$ cat src/rtl/eqrx_pkg.sv
package eqrx_pkg;
  localparam int WORD_W = 8;
  localparam int TAP_W  = 6;
  localparam int BAND_W = 4;

  // Tap patterns permitted by the switch network (bit 5 = first tap)
  function automatic logic tap_code_ok(input logic [TAP_W-1:0] c);
    case (c)
      6'h00, 6'h20, 6'h10, 6'h08, 6'h04, 6'h02, 6'h12,
      6'h2A, 6'h16, 6'h01, 6'h29, 6'h2D, 6'h2F: return 1'b1;
      default: return 1'b0;
    endcase
  endfunction
endpackage

$ cat src/rtl/eqrx_sync.sv
module eqrx_sync #(
  parameter int W      = 3,
  parameter int STAGES = 2
) (
  input  logic         clk,
  input  logic         rst,
  input  logic [W-1:0] din,
  output logic [W-1:0] dout
);
  logic [W-1:0] stage_q [STAGES];

  always_ff @(posedge clk) begin
    if (rst) stage_q[0] <= '0;
    else     stage_q[0] <= din;
  end

  for (genvar s = 1; s < STAGES; s++) begin : g_stage
    always_ff @(posedge clk) begin
      if (rst) stage_q[s] <= '0;
      else     stage_q[s] <= stage_q[s-1];
    end
  end

  assign dout = stage_q[STAGES-1];
endmodule

$ cat src/rtl/eqrx_shift.sv
module eqrx_shift
  import eqrx_pkg::*;
(
  input  logic              clk,
  input  logic              rst,
  input  logic              sclk_s,
  input  logic              sdat_s,
  input  logic              stb_s,
  output logic [WORD_W-1:0] word,
  output logic              word_vld
);
  logic              sclk_d, stb_d;
  logic [WORD_W-1:0] sh_q;
  logic              sclk_rise, stb_rise;

  assign sclk_rise = sclk_s & ~sclk_d;
  assign stb_rise  = stb_s & ~stb_d;

  always_ff @(posedge clk) begin
    if (rst) begin
      sclk_d   <= 1'b0;
      stb_d    <= 1'b0;
      sh_q     <= '0;
      word     <= '0;
      word_vld <= 1'b0;
    end else begin
      sclk_d   <= sclk_s;
      stb_d    <= stb_s;
      word_vld <= stb_rise;
      if (sclk_rise) sh_q <= {sdat_s, sh_q[WORD_W-1:1]};
      if (stb_rise)  word <= sh_q;
    end
  end
endmodule

$ cat src/rtl/eqrx_decode.sv
module eqrx_decode
  import eqrx_pkg::*;
#(
  parameter int BANDS_PER_CH = 7,
  localparam int NB    = 2 * BANDS_PER_CH,
  localparam int SEL_W = $clog2(NB + 1)
) (
  input  logic                clk,
  input  logic                rst,
  input  logic [WORD_W-1:0]   word,
  input  logic                word_vld,
  output logic [NB*TAP_W-1:0] band_taps,
  output logic [NB-1:0]       band_boost,
  output logic [NB-1:0]       band_half,
  output logic [SEL_W-1:0]    sel_band,
  output logic                orphan_err,
  output logic                code_err
);
  logic [TAP_W-1:0]  tap_q [NB];
  logic [NB-1:0]     boost_q;
  logic              half_a_q, half_b_q;
  logic [SEL_W-1:0]  sel_q;
  logic              orphan_q, code_q;

  logic              is_band_word, band_hit, gain_ok;
  logic [BAND_W-1:0] bcode;
  logic [SEL_W-1:0]  wr_idx;

  always_comb begin
    is_band_word = word[WORD_W-1];
    bcode        = word[BAND_W-1:0];
    band_hit     = (bcode != '0) && (int'(bcode) <= NB);
    gain_ok      = tap_code_ok(word[TAP_W-1:0]);
    wr_idx       = sel_q - 1'b1;
  end

  always_ff @(posedge clk) begin
    if (rst) begin
      for (int b = 0; b < NB; b++) tap_q[b] <= '0;
      boost_q  <= '0;
      half_a_q <= 1'b0;
      half_b_q <= 1'b0;
      sel_q    <= '0;
      orphan_q <= 1'b0;
      code_q   <= 1'b0;
    end else begin
      orphan_q <= 1'b0;
      code_q   <= 1'b0;
      if (word_vld) begin
        if (is_band_word) begin
          sel_q    <= band_hit ? SEL_W'(bcode) : '0;
          half_a_q <= word[5];
          half_b_q <= word[4];
        end else if (sel_q == '0) begin
          orphan_q <= 1'b1;
        end else begin
          tap_q[wr_idx]   <= gain_ok ? word[TAP_W-1:0] : '0;
          boost_q[wr_idx] <= gain_ok && (word[TAP_W-1:0] != '0) && word[6];
          code_q          <= ~gain_ok;
        end
      end
    end
  end

  for (genvar b = 0; b < NB; b++) begin : g_out
    assign band_taps[b*TAP_W +: TAP_W] = tap_q[b];
    assign band_half[b] = (b < BANDS_PER_CH) ? half_a_q : half_b_q;
  end

  assign band_boost = boost_q;
  assign sel_band   = sel_q;
  assign orphan_err = orphan_q;
  assign code_err   = code_q;
endmodule

$ cat src/rtl/eq_ctrl_rx.sv
module eq_ctrl_rx
  import eqrx_pkg::*;
#(
  parameter int BANDS_PER_CH = 7,
  parameter int SYNC_STAGES  = 2,
  localparam int NB    = 2 * BANDS_PER_CH,
  localparam int SEL_W = $clog2(NB + 1)
) (
  input  logic                clk,
  input  logic                rst,
  input  logic                ser_clk,
  input  logic                ser_data,
  input  logic                ser_stb,
  output logic [NB*TAP_W-1:0] band_taps,
  output logic [NB-1:0]       band_boost,
  output logic [NB-1:0]       band_half,
  output logic [SEL_W-1:0]    sel_band,
  output logic                orphan_err,
  output logic                code_err
);
  logic [2:0]        pins_s;
  logic [WORD_W-1:0] word;
  logic              word_vld;

  eqrx_sync #(.W(3), .STAGES(SYNC_STAGES)) u_sync (
    .clk  (clk),
    .rst  (rst),
    .din  ({ser_stb, ser_data, ser_clk}),
    .dout (pins_s)
  );

  eqrx_shift u_shift (
    .clk      (clk),
    .rst      (rst),
    .sclk_s   (pins_s[0]),
    .sdat_s   (pins_s[1]),
    .stb_s    (pins_s[2]),
    .word     (word),
    .word_vld (word_vld)
  );

  eqrx_decode #(.BANDS_PER_CH(BANDS_PER_CH)) u_dec (
    .clk        (clk),
    .rst        (rst),
    .word       (word),
    .word_vld   (word_vld),
    .band_taps  (band_taps),
    .band_boost (band_boost),
    .band_half  (band_half),
    .sel_band   (sel_band),
    .orphan_err (orphan_err),
    .code_err   (code_err)
  );
endmodule

$ cat config.mk
export PLATFORM = sky130hd
export DESIGN_NAME = eq_ctrl_rx
export DESIGN_NICKNAME = d
export VERILOG_FILES = /design/src/rtl/eqrx_pkg.sv /design/src/rtl/eqrx_sync.sv /design/src/rtl/eqrx_shift.sv /design/src/rtl/eqrx_decode.sv /design/src/rtl/eq_ctrl_rx.sv
export SDC_FILE = /design/constraint.sdc
export NUM_CORES = 1
export LEC_CHECK = 0
export ABC_AREA = 1
export BUFFER_PORTS_ARGS = -buffer_cell sky130_fd_sc_hd__buf_2
export CELL_PAD_IN_SITES_DETAIL_PLACEMENT = 0
export CELL_PAD_IN_SITES_GLOBAL_PLACEMENT = 1
export CORE_ASPECT_RATIO = 1.1
export CORE_UTILIZATION = 28
export DETAILED_ROUTE_END_ITERATION = 10
export PLACE_DENSITY_LB_ADDON = 0.05
export SLEW_MARGIN = 0
export SYNTH_ARGS = -nofsm -noshare
export SYNTH_HDL_FRONTEND = slang
export SYNTH_HIERARCHICAL = 1
export SYNTH_SLANG_ARGS = --single-unit
$ cat constraint.sdc
create_clock -name clk -period 5.3 [get_ports clk]
set_input_delay 0.795 -clock clk [delete_from_list [all_inputs] [get_ports clk]]
set_output_delay 0.795 -clock clk [all_outputs]
set_load 0.005 [all_outputs]
# Yosys cells after proc, flatten, opt, wreduce, memory -nomap -nowiden
# Memories as Yosys holds them, arrays and structs flattened. A register that Yosys moved wholly into a read port is not among the register bits.
# Index checks and enable logic that the tools add are counted.
dict set report op_classes {
  add_sub_neg 1
  order_cmp 3
  muxes 21
  bitwise 10
  n_reduce_logical 12
}
# cell count
set ops {}
lappend ops {{two-way mux 6 bit} 4}
lappend ops {{bitwise mux 14 bit} 1}
lappend ops {{two-way mux 1 bit} 11}
lappend ops {{two-way mux 4 bit} 2}
lappend ops {{two-way mux 3 bit} 2}
lappend ops {{inverter 1 bit} 6}
lappend ops {{nonzero test 6 bit} 1}
lappend ops {{OR reduction 6 bit} 1}
lappend ops {{< comparator 4 x 5 -> 1 bit (second input constant)} 1}
lappend ops {{demux 1 bit (select 4 bit)} 1}
lappend ops {{greater-or-equal comparator 4 x 1 -> 1 bit (second input constant)} 1}
lappend ops {{<= comparator 4 bit (second input constant)} 1}
lappend ops {{logical AND 1 bit} 4}
lappend ops {{zero test 4 bit} 1}
lappend ops {{nonzero test 4 bit} 1}
lappend ops {{OR reduction 4 bit} 1}
lappend ops {{subtractor 4 x 1 -> 4 bit (second input constant)} 1}
lappend ops {{AND reduction 3 bit} 1}
lappend ops {{OR reduction 3 bit} 1}
lappend ops {{AND 1 bit} 2}
lappend ops {{bitwise OR 1 bit} 2}
lappend ops {{AND reduction 2 bit} 1}
dict set report word_totals {
  register_bits 41
  ram_bits 90
  rom_bits 64
  input_bits 5
  out_inout_bits 118
  n_memories 3
}
# memory depth word_bits rd rd_clocked_by_memory_dff write_ports line
set memory_table {}
lappend memory_table {u_dec.tap_q 14 6 14 0 14 eqrx_decode.sv:19} ;# logic [TAP_W-1:0] tap_q [NB];
lappend memory_table {{(no name shown)} 64 1 1 1 0 eqrx_pkg.sv:8} ;# case (c)
lappend memory_table {u_sync.stage_q 2 3 2 0 2 eqrx_sync.sv:10} ;# logic [W-1:0] stage_q [STAGES];

# Longest topological paths before layout
# Gate-level depths: netlist of the first run.
dict set report depth {
  ltp_word 8
  depth_mapped 12
  mapped_depth_nobuf 10
}

# Cells and area by module
# The synthesis of the first run kept the hierarchy.
# module instances cells_each area_each_um2 seq_area_each_um2
set by_module_without_submodules {}
lappend by_module_without_submodules {eqrx_decode 1 398 4385.5 2962.8}
lappend by_module_without_submodules {eqrx_shift 1 105 760.7 380.4}
lappend by_module_without_submodules {eqrx_sync 1 18 165.2 120.1}

# Worst setup path after synthesis of the first run
# No wires, ideal clock.
dict set report synth_timing {
  path_kind {input-to-reg}
  from {input port rst}
  to {memory u_dec.tap_q[12][0], enable pin}
  setup_ns 0.318
  t_arrival_ns 1.553
  t_required_ns 4.982
  setup_slack_ns 3.429
  stages 6
  path_buffers 1
  cell_sequence {nor2_1 nand2_1 buf_4 nor2_1 inv_1 nand2_1}
}
# element line
set synth_rtl {}
lappend synth_rtl {{start, declared} eq_ctrl_rx.sv:10} ;# input logic rst,
lappend synth_rtl {{end, declared} eqrx_decode.sv:19}

==> out/metrics.cfg, run 1 <==
[outcome]
outcome=completed

[pwr]
switching_power_uw=525
clockPowerShare_pct=51.4
vdd_drop_max_v=0.000199
pwr-share-seq_pct=44.2
internal_power_mw=2.03
switching_share_pct=20.6
power_density_mw_per_mm2=386
p_comb_share_pct=4.4
power_leakage_nw=2.73

[yosys]
syn_area_mm2=0.00531
synth_area_leader_cell=edfxtp_1
ys_ff_latch=131
synthTopCellsByArea=edfxtp_1, dfxtp_1, nor2_1
netlist_instances=521
avgSynthCellArea_um2=10.2
yosys.area.top_type_share_pct=47.5
yosysWarnings=6
syn_nets=529
ys_types=23
synth-seq-area-share_pct=65.2

[timing]
fin_tns_setup_ns=0
fin_skew_ns=0.00866
maxSlewViolCount=0
rsz0062_at_grt=no
tightest_slew_ns=1.02
finalSetupViolCount=0
period_share_pct=56.9
finalCriticalPeriod_ns=3.01
max_freq_mhz=332
hold_violations=0
maxSlewHeadroom_pct=31.8

[clock_network]
postCtsSetupRepairBufs=0
h-tree-depth=4
cts_tree=yes
clkSinkCount=131
cts_buffers=17
path_clk_slew_ns=0.06
cts_max_path_buffers=2
holdBufCountCts=0
clk_latency_ns=0.41
ctsResizeCount=0
cts-root-buf=clkbuf_16

[final_layout]
final_nets=634
syn_to_final_growth_pct=24.6
fin_util_pct=35.8
layout-drive-gt1-share_pct=25.8
diodes=0
final_common_cell=nor2_1
fin_cells=882
final_cell_mix=nor2_1, buf_2, edfxtp_1

[critical_path]
r2r_cells=8
crit_slowest_cell=nand3_1
cp_cell_sequence=inv_1, ha_1, nand2_1, nand3_1, nand3_1, nand2_1, nand3_1, nor2_1
worstPathMaxFanout=21
rr_endpoint=u_dec/tap_q[11][1]
worstSetupPathType=flop to flop
critPathArrivalTime_ns=3.24
cpPeakStageDelay_ns=0.81
path_buf_inv=1
start_kind=flop
cp_top_family=simple AND/OR/NAND/NOR gates
r2r_start=u_shift/word[0]
r2r_setup_slack_ns=2.29
cp_common_cell=nand3_1
worst_ep_required_time_ns=5.53
end_kind=flop

[placed_design]
placed_cells=850
gp_congestion=0.781
io_buffers=122
dp_hpwl_um=9210

[die]
rows=52
core_area_mm2=0.0185
initial_utilization_pct=28.7
io_pins=123
die_area_mm2=0.0195
die-width_um=133
die_h_um=146

[grt]
grt_pass1_vias=3735
grt-ovfl-total=0
grt_pass1_wl_um=20000
grt_usage_pct=13.8
grt_max_degree=33
antenna_found_initial=0

[min_path]
hold_path_end=u_sync/stage_q[1][2]
hold_path_class=flop to flop
whs_path_depth=2
min_from=u_sync/stage_q[0][2]

[detailed_routing]
vias=3797
dr.pass1.iters=4
wl_per_cell_um=14.8
wirelength_um=13100
drtAntennaViolNets=0
post-route-drc-count=0
viasPerCell=4.30
drtIter0Drc=223

[run]
cap_violations=0

[cells in the mapped netlist]
cell / instances
nor2_1: 140
edfxtp_1: 84
nand2_1: 63
inv_1: 50
dfxtp_1: 47
nand3_1: 37
nand4_1: 28
buf_4: 17
a21oi_1: 9
buf_2: 6
buf_6: 6
clkbuf_1: 6
inv_2: 4
nand3_4: 4
nor3_1: 4
o21ai_0: 4
ha_1: 3
a211oi_1: 2
nor2_2: 2
nor2_4: 2
buf_12: 1
inv_4: 1
nand2_2: 1
[state kept, by name, summed over array words and instances, names as in the netlist]
signal,cells
u_dec/tap_q,84
u_dec/code_err,1
u_shift/sh_q,8
u_dec/sel_band,4
u_dec/half_a_q,1
u_shift/stb_d,1
u_dec/orphan_err,1
u_dec/band_boost,14
u_shift/word,8
u_shift/sclk_d,1
u_shift/word_vld,1
u_sync/stage_q,6
u_dec/half_b_q,1
[cell type report]
class | count | area [um^2]
Timing Repair Buffer | 122 | 611
Clock buffer | 19 | 433
Sequential cell | 131 | 3460
Multi-Input combinational cell | 299 | 1370
Fill cell | 1942 | 11900
Clock inverter | 13 | 229
Tap cell | 243 | 304
Inverter | 55 | 209
[power groups by stage]
stage | sequential [mW] | clock (mW) | combinational (mW)
after floorplan | 1.15 | 0 | 0.0739
after global placement | 1.15 | 0 | 0.115
after detailed placement | 1.15 | 0 | 0.115
after CTS | 1.13 | 1.34 | 0.116
after global routing | 1.13 | 1.39 | 0.127
final | 1.13 | 1.31 | 0.113
[logic make-up (layout without fill, tap and decap cells)]
| kind of cell | Yosys count | after routing | synth area share [%] |
|---|---|---|---|
| AND/OR/NAND/NOR | 281 | 281 | 23.6 |
| flip-flops | 131 | 131 | 65.2 |
| buffers and inverters | 91 | 209 | 8.98 |
| AO/OA/AOI/OAI | 15 | 15 | 1.51 |
| adder cells (fa/ha/maj) | 3 | 3 | 0.707 |
[worst max-delay path by stage]
stage | end | start | depth (start not counted)
finish | u_dec/tap_q[11][1] | u_shift/word[0] | 8
global route | u_dec/tap_q[3][0] | u_shift/word[0] | 8
CTS | u_dec/tap_q[5][0] | u_shift/word[0] | 8
detailed placement | u_dec/tap_q[5][0] | u_shift/word[0] | 8
global placement | u_dec/tap_q[8][0] | u_shift/word[0] | 8
floorplan | u_dec/tap_q[12][0] | rst | 6
[stage by stage]
stage          cell area [um^2]  hold WS, ns  power, mW  setup slack (ns)
2_1_floorplan              5310        0.388       1.22              3.43
3_3_place_gp               5960        0.392       1.27              2.40
3_5_place_dp               5960        0.400       1.27              2.30
4_1_cts                    6620        0.407       2.59              2.28
5_1_grt                    6620        0.423       2.65              1.96
6_report                   6620        0.402       2.56              2.29
[tightest hold or removal path: cells and delay by family (launching register included)]
family | cells | cell delay, ns
buf+inv | 1 | 0.04
flops | 1 | 0.29
simple gates | 1 | 0.03
[metal layers]
layer / track usage, % / share of wire [%]
met5: 0 / 0
met2: 24.4 / 52
met3: 3.54 / 3.9
met4: 5.57 / 1.5
met1: 15.6 / 43
No activity file was read; power rests on OpenSTA's default activity.
==> inputs of run 2 (changes only) <==
==> constraint.sdc (replaced) <==
create_clock -name clk -period 2.9 [get_ports clk]
set_input_delay 0.435 -clock clk [delete_from_list [all_inputs] [get_ports clk]]
set_output_delay 0.435 -clock clk [all_outputs]
set_load 0.005 [all_outputs]
==> out/metrics.cfg, run 2 (synthesis gave the netlist of run 1 again) <==
[outcome]
outcome=completed

[timing]
maxSlewHeadroom_pct=66.8
period_share_pct=76.9
tightest_slew_ns=0.497
fin_tns_setup_ns=0
finalCriticalPeriod_ns=2.23
fin_skew_ns=0.00922
max_freq_mhz=448
finalSetupViolCount=0
hold_violations=0
maxSlewViolCount=0
rsz0062_at_grt=no

[final_layout]
final_cell_mix=nor2_1, buf_2, edfxtp_1
multiInputGateArea_mm2=0.00137
fill_cells=1939
layout-drive-gt1-share_pct=26.0
final_cell_area_mm2=0.00665
fin_cells=889
diodes=0
largest_register_ffs=84
largest_register=u_dec/tap_q
final_common_cell=nor2_1
syn_to_final_growth_pct=25.2
final_nets=641
final-seq-area_mm2=0.00346

[clock_network]
cts-root-buf=clkbuf_16
cts_max_path_buffers=2
postCtsSetupRepairBufs=0
cts_tree=yes
path_clk_slew_ns=0.05
clkSinkCount=131
ctsResizeCount=0
clk_latency_ns=0.42
holdBufCountCts=0
h-tree-depth=4
cts_buffers=17

[detailed_routing]
viasPerCell=4.31
drtAntennaViolNets=0
wirelength_um=13600
wl_per_cell_um=15.3
drtIter0Drc=254
dr.pass1.iters=4
vias=3829
post-route-drc-count=0

[grt]
grt_pass1_wl_um=21000
antenna_found_initial=0
grt_usage_pct=14.6
grt_max_degree=30
grt_pass1_vias=3787
grt-ovfl-total=0

[die]
initial_utilization_pct=28.7
die_h_um=146
io_pins=123
die_area_mm2=0.0195
rows=52
die-width_um=133
core_area_mm2=0.0185

[critical_path]
r2r_cells=9
start_kind=flop
worst_ep_required_time_ns=3.07
critPathArrivalTime_ns=2.40
worstPathMaxFanout=10
end_kind=flop
worstSetupPathType=flop to flop

[placed_design]
gp_congestion=0.811
io_buffers=122
placed_cells=857
dp_hpwl_um=9690
placed_area_mm2=0.00602

[pwr]
vdd_drop_max_v=0.000407
power_density_mw_per_mm2=687
power_leakage_nw=2.76

[min_path]
hold_path_class=input port to flop
whs_path_depth=3

[run]
cap_violations=0

run 2: power breakdown:
part | internal [mW] | switching [mW]
combinational | 0.0703 | 0.143
clock | 1.52 | 0.770
sequential | 2.04 | 0.0303
run 2: worst max-delay path, cell delays in order (launching register included):
cell	delay, ns
dfxtp_1	0.45
inv_1	0.09
ha_1	0.29
nand2_1	0.07
nand3_1	0.06
nand3_1	0.08
nand2_1	0.29
nand3_1	0.34
buf_4	0.25
nor2_1	0.05
run 2: layout make-up:
cell class | count | share of cell area (%)
Clock buffer | 21 | 6.63
Tap cell | 243 | 4.57
Timing Repair Buffer | 129 | 10.2
Inverter | 55 | 3.14
Sequential cell | 131 | 52.1
Multi-Input combinational cell | 299 | 20.6
Clock inverter | 11 | 2.77
run 2: worst paths after layout:
check,endpoint,startpoint,slack (ns)
worst max-delay path,u_dec/tap_q[1][1],u_shift/word[0],0.67
worst min register to register,u_sync/stage_q[1][0],u_sync/stage_q[0][0],0.40
worst min-delay path,u_sync/stage_q[0][1],ser_data,0.21
worst max register to register,u_dec/tap_q[1][1],u_shift/word[0],0.67
run 2: metrics by stage:
step                hold WS (ns)  util (%)  setup WS (ns)  power, mW
floorplan                  0.388         -           1.18       2.24
global placement           0.401      32.6          0.735       2.33
detailed placement         0.399      32.6          0.687       2.33
CTS                        0.198      36.0          0.668       4.63
global route               0.209      36.0          0.497       4.72
finish                     0.210      36.0          0.669       4.56
run 2: layer usage:
layer	track usage, %	up-vias	share of wire (%)
met5	0	-	0
met4	6.76	0	2.1
met3	4.13	20	5.3
met2	25.5	95	52
met1	16.4	1783	41
li1	-	1931	-
==> inputs of run 3 (changes only) <==
==> constraint.sdc (replaced) <==
create_clock -name clk -period 1.8 [get_ports clk]
set_input_delay 0.27 -clock clk [delete_from_list [all_inputs] [get_ports clk]]
set_output_delay 0.27 -clock clk [all_outputs]
set_load 0.005 [all_outputs]
==> out/metrics.cfg, run 3 (synthesis gave the netlist of run 1 again) <==
[placed_design]
dp_worst_setup_slack_ns=-0.0412
io_buffers=122
gp_congestion=0.751
dp_hpwl_um=9740

[detailed_routing]
wl_per_cell_um=15.0
viasPerCell=4.26
wirelength_um=13800
drtAntennaViolNets=0
post-route-drc-count=0
dr.pass1.iters=4
drtIter0Drc=182
vias=3919

[grt]
grt-ovfl-total=0
grt_usage_pct=14.3
grt_pass1_vias=3860
grt_max_degree=21
grt_pass1_wl_um=20800
antenna_found_initial=0

[clock_network]
clk_latency_ns=0.42
cts_tree=yes
clkSinkCount=131
h-tree-depth=4
cts-root-buf=clkbuf_16
path_clk_slew_ns=0.06
cts_buffers=17
cts_max_path_buffers=2

[final_layout]
final_common_cell=nor2_1
largest_register=u_dec/tap_q
final-seq-area_mm2=0.00346
fill_cells=1912
final_nets=672
multiInputGateArea_mm2=0.00143
diodes=0
layout-drive-gt1-share_pct=30.7
fin_util_pct=37.8
final_cell_mix=nor2_1, buf_2, edfxtp_1
syn_to_final_growth_pct=31.5
largest_register_ffs=84

[min_path]
whs_path_depth=3
hold_path_end=u_sync/stage_q[0][1]
min_from=ser_data
hold_path_class=input port to flop

[timing]
maxSlewHeadroom_pct=65.7
finalCriticalPeriod_ns=1.74
hold_violations=0
fin_skew_ns=0.00928
setup_ws_ns=0.0629
max_freq_mhz=576
maxSlewViolCount=0
rsz0062_at_grt=yes
tightest_slew_ns=0.514
finalSetupViolCount=0
period_share_pct=96.5

[critical_path]
cpPeakStageDelay_ns=0.31
end_kind=flop
crit_slowest_cell=dfxtp_1
rr_endpoint=u_dec/tap_q[12][1]
cp_cell_sequence=buf_4, ha_1, inv_1, nand2_1, nand3_1, nand2_1, nand2_2, nand2_4, nand3_1, buf_6, nor2_1
critPathArrivalTime_ns=1.91
r2r_cells=11
worstSetupPathType=flop to flop
r2r_setup_slack_ns=0.06
start_kind=flop
r2r_start=u_shift/word[1]
worstPathMaxFanout=8
worst_ep_required_time_ns=1.97

[pwr]
vdd_drop_max_v=0.000608
power_leakage_nw=2.94
power_density_mw_per_mm2=1070

[outcome]
outcome=completed

[die]
die_h_um=146
die_area_mm2=0.0195
io_pins=123
die-width_um=133
core_area_mm2=0.0185
rows=52
initial_utilization_pct=28.7

[run]
cap_violations=0

## run 3: cell types whose count changed in the layout (fill, tap and decap cells not counted), moves of 2 or more
cell,change
clkbuf_1,-2
nand2_4,+2
nand2_2,+3
buf_6,+4
buf_4,+23
clkinv_1,-2
nand2_1,-5
nand3_4,+2
## run 3: worst max-delay path by stage
stage                               endpoint            start
after floorplan           u_dec/tap_q[11][5]  u_shift/word[0]
after global placement    u_dec/tap_q[11][3]  u_shift/word[0]
after detailed placement   u_dec/tap_q[1][2]  u_shift/word[0]
after CTS                  u_dec/tap_q[1][2]  u_shift/word[1]
after global routing      u_dec/tap_q[12][0]  u_shift/word[1]
final                     u_dec/tap_q[12][1]  u_shift/word[1]
## run 3: timing repair
item / 4_1_cts / 5_1_grt
setup endpoints to repair: 36 / 140
hold buffers: 0 / 0
pin swaps: 2 / 2
buffers inserted: 0 / 5
resized for setup: 3 / 10
gates cloned: 0 / 3
## run 3: cell type report
| type | count | share of cell area [%] |
|---|---|---|
| Clock buffer | 19 | 6.20 |
| Clock inverter | 13 | 2.96 |
| Inverter | 55 | 2.99 |
| Multi-Input combinational cell | 301 | 20.5 |
| Sequential cell | 131 | 49.6 |
| Tap cell | 243 | 4.35 |
| Timing Repair Buffer | 158 | 13.4 |
## run 3: report_power, final
group          switching [mW]  internal [mW]  leakage, nW
clock network            1.28           2.46        0.309
logic                   0.262          0.161         1.38
registers              0.0425           3.28         1.25
total                    1.59           5.90         2.94
## run 3: metal layers
layer	vias up	global-route usage [%]	share of wire, %
li1	1995	-	-
met1	1816	15.9	42
met2	90	25.3	51
met3	18	4.13	5.4
met4	0	5.74	1.5
met5	-	0	0
## run 3: critical path: cells and delay by family, from the launching register on
kind	cells	cell delay (ns)
AND/OR/NAND/NOR	7	0.58
buffers and inverters	3	0.40
flip-flops	1	0.31
adder cells (fa/ha/maj)	1	0.19
## run 3: per-stage QoR
step	instance area (um^2)	power, mW	instances	hold slack [ns]	TNS [ns]
floorplan	5310	3.60	521	0.341	0
global placement	6200	3.76	880	0.397	-0.0763
detailed placement	6200	3.77	880	0.399	-0.734
CTS	6850	7.53	912	0.0330	-0.00397
global route	6980	7.75	920	0.0438	-0.186
finish	6980	7.48	920	0.0513	0
